<file path="src/rtl/gfd_pkg.sv">
package gfd_pkg;

   // low byte of the field reduction polynomial x^8+x^4+x^3+x^2+1
   localparam logic [7:0] GF_POLY_LOW = 8'h1D;

   typedef enum logic [2:0] {
      ST_IDLE,
      ST_ELIM,
      ST_PIVOT,
      ST_SCALE,
      ST_BACK,
      ST_INSERT,
      ST_OUT,
      ST_FIN
   } gfd_state_e;

   // carry-less shift-and-add product, reduced on each overflow
   function automatic logic [7:0] gf_mul(input logic [7:0] a, input logic [7:0] b);
      logic [7:0] acc;
      logic [7:0] sh;
      acc = '0;
      sh  = b;
      for (int i = 0; i < 8; i++) begin
         if (a[i]) acc = acc ^ sh;
         sh = sh[7] ? ((sh << 1) ^ GF_POLY_LOW) : (sh << 1);
      end
      return acc;
   endfunction

   // inverse as a^254 by square-and-multiply; maps 0 to 0
   function automatic logic [7:0] gf_inv(input logic [7:0] a);
      logic [7:0] r;
      logic [7:0] p;
      r = 8'h01;
      p = a;
      for (int i = 0; i < 8; i++) begin
         if (i != 0) r = gf_mul(r, p);
         p = gf_mul(p, p);
      end
      return r;
   endfunction

endpackage

</file>
<file path="src/rtl/gfd_inv_rom.sv">
module gfd_inv_rom
   import gfd_pkg::*;
(
   input  logic [7:0] addr_i,
   output logic [7:0] inv_o
);

   logic [7:0] rom [256];

   for (genvar g = 0; g < 256; g++) begin : g_ent
      assign rom[g] = gf_inv(8'(g));
   end

   assign inv_o = rom[addr_i];

   always_comb begin

      inv_rom_chk: assert (addr_i == 8'h00 || gf_mul(addr_i, inv_o) == 8'h01);
   end

endmodule

</file>
<file path="src/rtl/gfd_lane_mac.sv">
module gfd_lane_mac
   import gfd_pkg::*;
#(
   parameter int LANE_BYTES = 16,
   localparam int LANE_W = LANE_BYTES * 8
) (
   input  logic [LANE_W-1:0] acc_i,
   input  logic [LANE_W-1:0] mult_i,
   input  logic [7:0]        factor_i,
   output logic [LANE_W-1:0] res_o
);

   if (LANE_BYTES < 1) begin : g_bad_lane
      $error("gfd_lane_mac: LANE_BYTES must be at least 1");
   end

   for (genvar g = 0; g < LANE_BYTES; g++) begin : g_byte
      assign res_o[g*8 +: 8] = acc_i[g*8 +: 8] ^ gf_mul(factor_i, mult_i[g*8 +: 8]);
   end

endmodule

</file>
<file path="src/rtl/gfd_lead_find.sv">
module gfd_lead_find #(
   parameter int N_SRC = 4,
   parameter int IDX_W = 2
) (
   input  logic [N_SRC*8-1:0] coef_i,
   output logic               found_o,
   output logic [IDX_W-1:0]   idx_o
);

   if ((1 << IDX_W) < N_SRC) begin : g_bad_idx
      $error("gfd_lead_find: IDX_W too narrow for N_SRC");
   end

   // lowest-index nonzero coefficient wins
   always_comb begin
      found_o = 1'b0;
      idx_o   = '0;
      for (int i = N_SRC - 1; i >= 0; i--) begin
         if (coef_i[i*8 +: 8] != 8'h00) begin
            found_o = 1'b1;
            idx_o   = IDX_W'(i);
         end
      end
   end

endmodule

</file>
<file path="src/rtl/gfd_decoder.sv">
module gfd_decoder
   import gfd_pkg::*;
#(
   parameter int N_SRC      = 4,
   parameter int K_BYTES    = 20,
   parameter int LANE_BYTES = 16,
   localparam int IDX_W  = (N_SRC > 1) ? $clog2(N_SRC) : 1,
   localparam int RANK_W = $clog2(N_SRC + 1)
) (
   input  logic                 clk,
   input  logic                 rst_n,
   input  logic                 in_valid,
   output logic                 in_ready,
   input  logic [N_SRC*8-1:0]   in_coef,
   input  logic [K_BYTES*8-1:0] in_data,
   output logic                 out_valid,
   input  logic                 out_ready,
   output logic [IDX_W-1:0]     out_index,
   output logic [K_BYTES*8-1:0] out_data,
   output logic [RANK_W-1:0]    rank,
   output logic                 dropped,
   output logic                 done
);

   localparam int ROW_B  = N_SRC + K_BYTES;
   localparam int NCH    = (ROW_B + LANE_BYTES - 1) / LANE_BYTES;
   localparam int PAD_B  = NCH * LANE_BYTES;
   localparam int PAD_W  = PAD_B * 8;
   localparam int LANE_W = LANE_BYTES * 8;
   localparam int CH_W   = (NCH > 1) ? $clog2(NCH) : 1;

   if (N_SRC < 1 || N_SRC > 8) begin : g_bad_n
      $error("gfd_decoder: N_SRC must be within 1..8");
   end
   if (K_BYTES < 1 || K_BYTES > 64) begin : g_bad_k
      $error("gfd_decoder: K_BYTES must be within 1..64");
   end
   if (LANE_BYTES < 1) begin : g_bad_lane
      $error("gfd_decoder: LANE_BYTES must be at least 1");
   end

   gfd_state_e        state_q;
   logic [PAD_W-1:0]  fresh_q;
   logic [PAD_W-1:0]  held_q [N_SRC];
   logic [IDX_W-1:0]  piv_q  [N_SRC];
   logic [RANK_W-1:0] rank_q;
   logic [IDX_W-1:0]  slot_q;
   logic [IDX_W-1:0]  oidx_q;
   logic [IDX_W-1:0]  pnew_q;
   logic [CH_W-1:0]   chunk_q;
   logic [7:0]        fac_q;
   logic [7:0]        inv_q;
   logic              drop_q;

   logic              slot_live;
   logic              last_chunk;
   logic              last_slot;
   logic [LANE_W-1:0] fresh_chunk;
   logic [LANE_W-1:0] held_chunk;
   logic [7:0]        elim_fac;
   logic [7:0]        back_fac;
   logic [7:0]        first_fac;
   logic [7:0]        fac_use;
   logic [LANE_W-1:0] mac_acc;
   logic [LANE_W-1:0] mac_mult;
   logic [LANE_W-1:0] mac_res;
   logic              lead_found;
   logic [IDX_W-1:0]  lead_idx;
   logic [7:0]        lead_byte;
   logic [7:0]        lead_inv;
   logic [RANK_W-1:0] ins_pos;
   logic [IDX_W-1:0]  ins_idx;

   // ---------------- stepping over slots and chunks ----------------
   assign slot_live   = int'(slot_q) < int'(rank_q);
   assign last_chunk  = (chunk_q == CH_W'(NCH - 1));
   assign last_slot   = (slot_q == IDX_W'(N_SRC - 1));
   assign fresh_chunk = fresh_q[int'(chunk_q)*LANE_W +: LANE_W];
   assign held_chunk  = held_q[slot_q][int'(chunk_q)*LANE_W +: LANE_W];

   // forward step: new row's entry in the held row's pivot column
   assign elim_fac = slot_live ? fresh_q[int'(piv_q[slot_q])*8 +: 8] : 8'h00;
   // back step: held row's entry in the new pivot column
   assign back_fac = slot_live ? held_q[slot_q][int'(pnew_q)*8 +: 8] : 8'h00;

   always_comb begin
      case (state_q)
         ST_ELIM: first_fac = elim_fac;
         ST_BACK: first_fac = back_fac;
         default: first_fac = 8'h00;
      endcase
   end

   // the factor is read before chunk 0 is rewritten and held for later chunks
   assign fac_use  = (state_q == ST_SCALE) ? inv_q :
                     ((chunk_q == '0) ? first_fac : fac_q);
   assign mac_acc  = (state_q == ST_BACK)  ? held_chunk :
                     ((state_q == ST_SCALE) ? '0 : fresh_chunk);
   assign mac_mult = (state_q == ST_ELIM)  ? held_chunk : fresh_chunk;

   gfd_lane_mac #(.LANE_BYTES(LANE_BYTES)) u_mac (
      .acc_i    (mac_acc),
      .mult_i   (mac_mult),
      .factor_i (fac_use),
      .res_o    (mac_res)
   );

   // ---------------- pivot search and inverse ----------------
   gfd_lead_find #(.N_SRC(N_SRC), .IDX_W(IDX_W)) u_lead (
      .coef_i  (fresh_q[N_SRC*8-1:0]),
      .found_o (lead_found),
      .idx_o   (lead_idx)
   );

   assign lead_byte = fresh_q[int'(lead_idx)*8 +: 8];

   gfd_inv_rom u_inv (
      .addr_i (lead_byte),
      .inv_o  (lead_inv)
   );

   // ---------------- sorted insertion point ----------------
   always_comb begin
      ins_pos = '0;
      for (int i = 0; i < N_SRC; i++) begin
         if (i < int'(rank_q) && piv_q[i] < pnew_q) ins_pos = ins_pos + RANK_W'(1);
      end
   end
   assign ins_idx = IDX_W'(ins_pos);

   // ---------------- control and storage ----------------
   always_ff @(posedge clk or negedge rst_n) begin
      if (!rst_n) begin
         state_q <= ST_IDLE;
         fresh_q <= '0;
         rank_q  <= '0;
         slot_q  <= '0;
         oidx_q  <= '0;
         pnew_q  <= '0;
         chunk_q <= '0;
         fac_q   <= '0;
         inv_q   <= '0;
         drop_q  <= 1'b0;
         for (int i = 0; i < N_SRC; i++) begin
            held_q[i] <= '0;
            piv_q[i]  <= '0;
         end
      end else begin
         drop_q <= 1'b0;
         case (state_q)
            ST_IDLE: begin
               if (in_valid && in_ready) begin
                  fresh_q <= PAD_W'({in_data, in_coef});
                  slot_q  <= '0;
                  chunk_q <= '0;
                  state_q <= ST_ELIM;
               end
            end
            ST_ELIM: begin
               fresh_q[int'(chunk_q)*LANE_W +: LANE_W] <= mac_res;
               if (chunk_q == '0) fac_q <= fac_use;
               if (last_chunk) begin
                  chunk_q <= '0;
                  slot_q  <= last_slot ? '0 : slot_q + IDX_W'(1);
                  if (last_slot) state_q <= ST_PIVOT;
               end else begin
                  chunk_q <= chunk_q + CH_W'(1);
               end
            end
            ST_PIVOT: begin
               if (!lead_found) begin
                  drop_q  <= 1'b1;
                  state_q <= ST_IDLE;
               end else begin
                  pnew_q  <= lead_idx;
                  inv_q   <= lead_inv;
                  chunk_q <= '0;
                  state_q <= ST_SCALE;
               end
            end
            ST_SCALE: begin
               fresh_q[int'(chunk_q)*LANE_W +: LANE_W] <= mac_res;
               if (last_chunk) begin
                  chunk_q <= '0;
                  slot_q  <= '0;
                  state_q <= ST_BACK;
               end else begin
                  chunk_q <= chunk_q + CH_W'(1);
               end
            end
            ST_BACK: begin
               held_q[slot_q][int'(chunk_q)*LANE_W +: LANE_W] <= mac_res;
               if (chunk_q == '0) fac_q <= fac_use;
               if (last_chunk) begin
                  chunk_q <= '0;
                  slot_q  <= last_slot ? '0 : slot_q + IDX_W'(1);
                  if (last_slot) state_q <= ST_INSERT;
               end else begin
                  chunk_q <= chunk_q + CH_W'(1);
               end
            end
            ST_INSERT: begin
               for (int i = 1; i < N_SRC; i++) begin
                  if (i > int'(ins_pos) && i <= int'(rank_q)) begin
                     held_q[i] <= held_q[i-1];
                     piv_q[i]  <= piv_q[i-1];
                  end
               end
               held_q[ins_idx] <= fresh_q;
               piv_q[ins_idx]  <= pnew_q;
               rank_q          <= rank_q + RANK_W'(1);
               oidx_q          <= '0;
               state_q         <= (int'(rank_q) + 1 == N_SRC) ? ST_OUT : ST_IDLE;
            end
            ST_OUT: begin
               if (out_ready) begin
                  if (oidx_q == IDX_W'(N_SRC - 1)) state_q <= ST_FIN;
                  else oidx_q <= oidx_q + IDX_W'(1);
               end
            end
            default: state_q <= ST_FIN;
         endcase
      end
   end

   assign in_ready  = (state_q == ST_IDLE) && (int'(rank_q) < N_SRC);
   assign out_valid = (state_q == ST_OUT);
   assign out_index = oidx_q;
   assign out_data  = held_q[oidx_q][N_SRC*8 +: K_BYTES*8];
   assign rank      = rank_q;
   assign dropped   = drop_q;
   assign done      = (int'(rank_q) == N_SRC);

   // ---------------- assertions ----------------

   busy_after_take_chk: assert property (@(posedge clk) disable iff (!rst_n)
      (in_valid && in_ready) |=> !in_ready);


   rank_step_chk: assert property (@(posedge clk) disable iff (!rst_n)
      (rank_q != $past(rank_q)) |-> (rank_q == $past(rank_q) + RANK_W'(1)));


   drop_pulse_chk: assert property (@(posedge clk) disable iff (!rst_n)
      dropped |=> !dropped);


   drop_keeps_rank_chk: assert property (@(posedge clk) disable iff (!rst_n)
      dropped |-> $stable(rank_q));


   done_blocks_input_chk: assert property (@(posedge clk) disable iff (!rst_n)
      done |-> !in_ready);


   out_after_done_chk: assert property (@(posedge clk) disable iff (!rst_n)
      out_valid |-> done);


   out_hold_chk: assert property (@(posedge clk) disable iff (!rst_n)
      (out_valid && !out_ready) |=> (out_valid && $stable(out_index) && $stable(out_data)));

endmodule

</file>
<file path="config.mk">
export PLATFORM = sky130hd
export DESIGN_NAME = gfd_decoder
export DESIGN_NICKNAME = d
export VERILOG_FILES = /design/src/rtl/gfd_pkg.sv /design/src/rtl/gfd_inv_rom.sv /design/src/rtl/gfd_lane_mac.sv /design/src/rtl/gfd_lead_find.sv /design/src/rtl/gfd_decoder.sv
export SDC_FILE = /design/constraint.sdc
export NUM_CORES = 2
export LEC_CHECK = 0
export BUFFER_PORTS_ARGS = -buffer_cell sky130_fd_sc_hd__buf_2
export CAP_MARGIN = 15
export CORE_ASPECT_RATIO = 1.5
export CORE_MARGIN = 2
export CORE_UTILIZATION = 30
export CTS_CLUSTER_DIAMETER = 200
export CTS_CLUSTER_SIZE = 10
export DETAILED_ROUTE_END_ITERATION = 10
export SYNTH_ARGS = -nofsm -noshare
export SYNTH_HDL_FRONTEND = slang
export SYNTH_HIERARCHICAL = 1
export SYNTH_SLANG_ARGS = --single-unit
</file>
<file path="constraint.sdc">
create_clock -name clk -period 7.41 [get_ports clk]
set_input_delay 0.741 -clock clk [delete_from_list [all_inputs] [get_ports clk]]
set_output_delay 0.741 -clock clk [all_outputs]
set_load 0.02 [all_outputs]
</file>
==> impl_results.md <==
* H-tree level count at 4
* Sequential share of the synthesized area at 32.1%
* Endpoints failing setup at 0
* Reg2reg setup slack at 1.34 ns
* Total track usage at 26.8%
* Hold_sp: in_data[56]
* RSZ-0062 raised after global routing: false
* Die X at 482 um
* Wire per inst at 29.7 um
* Sink Count at 1318
* Final #Nets at 11900
* Full die area at 0.347 mm^2
* Type of the worst setup path: flip-flop to flip-flop
* Area grow syn2layout at 10.0%
* Global-route wire length before repair at 697000 um
* Vias/cell at 6.18
* Max Cap Viol at 0
* Post-synth net total at 12300
* Synth cell types at 91
* Maximum achievable frequency at 0.165 GHz
* FFs w/ async S/R, synth at 100%
* Drc violations at 0
* Synth warn at 6
* Skew final at 0.0754 ns
* RePlAce Congestion at 0.948
* Total congestion overflow at 0
* CTS clk-pin slew, worst paths at 0.06 ns
* Routed wire length at 481000 um
* Initial Util at 30.1%
* Hpwl dp at 284000 um
* Worst-Skew Late Latency at 0.89 ns
* Fillers at 35100
* Final Hold Viols at 0
* Die span in y at 721 um
* Top_reg_cell synth: dfrtp_1
* Failing checks: max-slew violations
* Storage cell area at 0.0330 mm^2
* Deepest clock path buffer count at 4
* R2r startpoint: slot_q[0]$_DFFE_PN0P_
* Largest net degree at the start of global routing at 147
* Req. time, crit path at 8.21 ns
* Setup crit start: slot_q[0]$_DFFE_PN0P_
* Final min period at 6.07 ns
* CP Data Arrival Time at 6.87 ns
* First DRT Iteration DRCs at 12700
* Worst slew pin tran at 1.56 ns
* Mapped Cells at 12100
* Mapped cell area at 0.103 mm^2
* Worst Hold Class: input port to flip-flop
* Most frequent cells in the layout: nand2_1 (3198), dfrtp_1 (1313), xnor2_1 (987), a21oi_1 (546), a22oi_1 (544)
* Slew Limit Fails at 44
* Outcome: complete, but fails checks
* Synth Register Bits at 1318
* Area occupied by multi-input gates at 0.0647 mm^2
* Port bufs at 364
* Setup crit end: held_q[37]$_DFFE_PN0P_
* Clock Tree Root: clkbuf_16
* Total CTS buffers at 157
* Layout cell share with drive strength beyond 1 at 12.8%
* Vias in the first global route at 97500
* Pre-Repair DR Iteration Count at 9
* Final Cycle Share at 81.9%
* Crit end category: flip-flop
* Mean Syn Cell Area at 8.49 um^2
* Rel. slew slack at -4.13%
* Worst Path Max Fanout at 26
* Fin Setup TNS at 0 ns
* Post-synth EDFFs at 0
* CTS tree: done
* R2r endpoint: held_q[37]$_DFFE_PN0P_
* Initial antenna violation count at 56
* Worst R2R Path Depth at 15
* Via count at 100000
* Final ANT Viol Nets at 0
* Core area at 0.341 mm^2
* Crit start category: flip-flop
* Num rows at 263
* Top-Level Pins at 365
* Most common cell after layout, fill and taps aside: nand2_1
## worst max-delay path, stage by stage (launching register included)
cell and delay (ns):
dfrtp_4 0.85, buf_12 0.32, mux4_2 0.57, mux4_2 0.54, a22oi_1 0.25, nor2_1 0.10
a21oi_1 0.28, a21oi_4 0.16, inv_2 0.61, nor2_4 0.26, buf_4 0.36, a22oi_1 0.26
xor2_1 0.12, xnor2_1 0.83, o21ai_0 0.21, a2bb2oi_1 0.18
## worst min path at each step
stage / cells after the start / slack, ns / endpoint
after global routing: 3 / 0.1 / fresh_q[89]$_DFFE_PN0P_
after CTS: 3 / 0.05 / fresh_q[88]$_DFFE_PN0P_
after floorplan: 0 / 0.45 / chunk_q$_DFFE_PN0P_
after global placement: 1 / 0.46 / fac_q[2]$_DFFE_PN0P_
final: 3 / 0.09 / fresh_q[88]$_DFFE_PN0P_
after detailed placement: 1 / 0.47 / fac_q[5]$_DFFE_PN0P_
## cell families after synthesis
group / count (synthesis) / share of synthesized area [%]
AO/OA/AOI/OAI: 3030 / 21.3
AND/OR/NAND/NOR: 4328 / 16.9
flip-flops: 1318 / 32.1
XOR/XNOR: 1386 / 12.2
adder cells (fa/ha/maj): 29 / 0.353
buffers and inverters: 1362 / 5.38
multiplexers: 643 / 11.8
## area by class of cell
| class | instances | area share, % |
|---|---|---|
| multi-input cells | 9416 | 57.2 |
| well taps | 4505 | 4.99 |
| clock buffers | 162 | 3.52 |
| diodes | 23 | 0.0509 |
| flip-flops and latches | 1318 | 29.2 |
| clock inverters | 6 | 0.0908 |
| repair buffers | 730 | 4.77 |
| inverters | 43 | 0.147 |
## metrics by stage
step / area [um^2] / cells / worst slack, ns / hold WS [ns] / util, %
final: 113000 / 16200 / 1.34 / 0.0903 / 33.1
after global routing: 113000 / 16200 / 1.09 / 0.0956 / 33.1
after CTS: 113000 / 16200 / 1.49 / 0.0477 / 33.1
after detailed placement: 109000 / 16000 / 1.49 / 0.466 / 31.9
after global placement: 109000 / 16000 / 1.09 / 0.459 / 31.9
after floorplan: 103000 / 12100 / 2.66 / 0.445 / -
## metal layers
| layer | global-route usage [%] | wire length [um] | up-vias |
|---|---|---|---|
| met5 | 0 | 347 | - |
| met4 | 19.4 | 41500 | 50 |
| met3 | 6.12 | 50700 | 2187 |
| met2 | 42.5 | 217000 | 6876 |
| met1 | 31.7 | 171000 | 49200 |
| li1 | - | - | 41900 |
## synthesized netlist by cell type, types with 256 or more instances
cell type / instances / area share (%)
nand2_1: 3204 / 12
dfrtp_1: 1318 / 32
xnor2_1: 988 / 8.4
clkbuf_1: 933 / 3.4
a21oi_1: 554 / 2.7
a22oi_1: 544 / 4.0
mux4_2: 449 / 9.8
o21ai_0: 446 / 2.2
nor2_1: 444 / 1.6
nand3_1: 415 / 2.0
xor2_1: 362 / 3.1
a221o_1: 258 / 2.5
a22o_1: 257 / 2.2
o22a_1: 256 / 2.2
## repair_timing
action,4_1_cts,5_1_grt
hold buffers,1,0
gates resized for setup,0,0
hold endpoints to repair,73,0
setup buffers,0,0
## sequential cells by signal (all words and copies together), names as in the netlist
| signal | count |
|---|---|
| piv_q | 8 |
| inv_q | 8 |
| out_index | 2 |
| dropped | 1 |
| chunk_q | 1 |
| pnew_q | 2 |
| rank | 3 |
| state_q | 3 |
| fresh_q | 256 |
| held_q | 1024 |
| fac_q | 8 |
| slot_q | 2 |
Power is left out: the tool's default activity adds up to more than one toggle a clock period on the data nets, which glitch-free logic cannot reach.
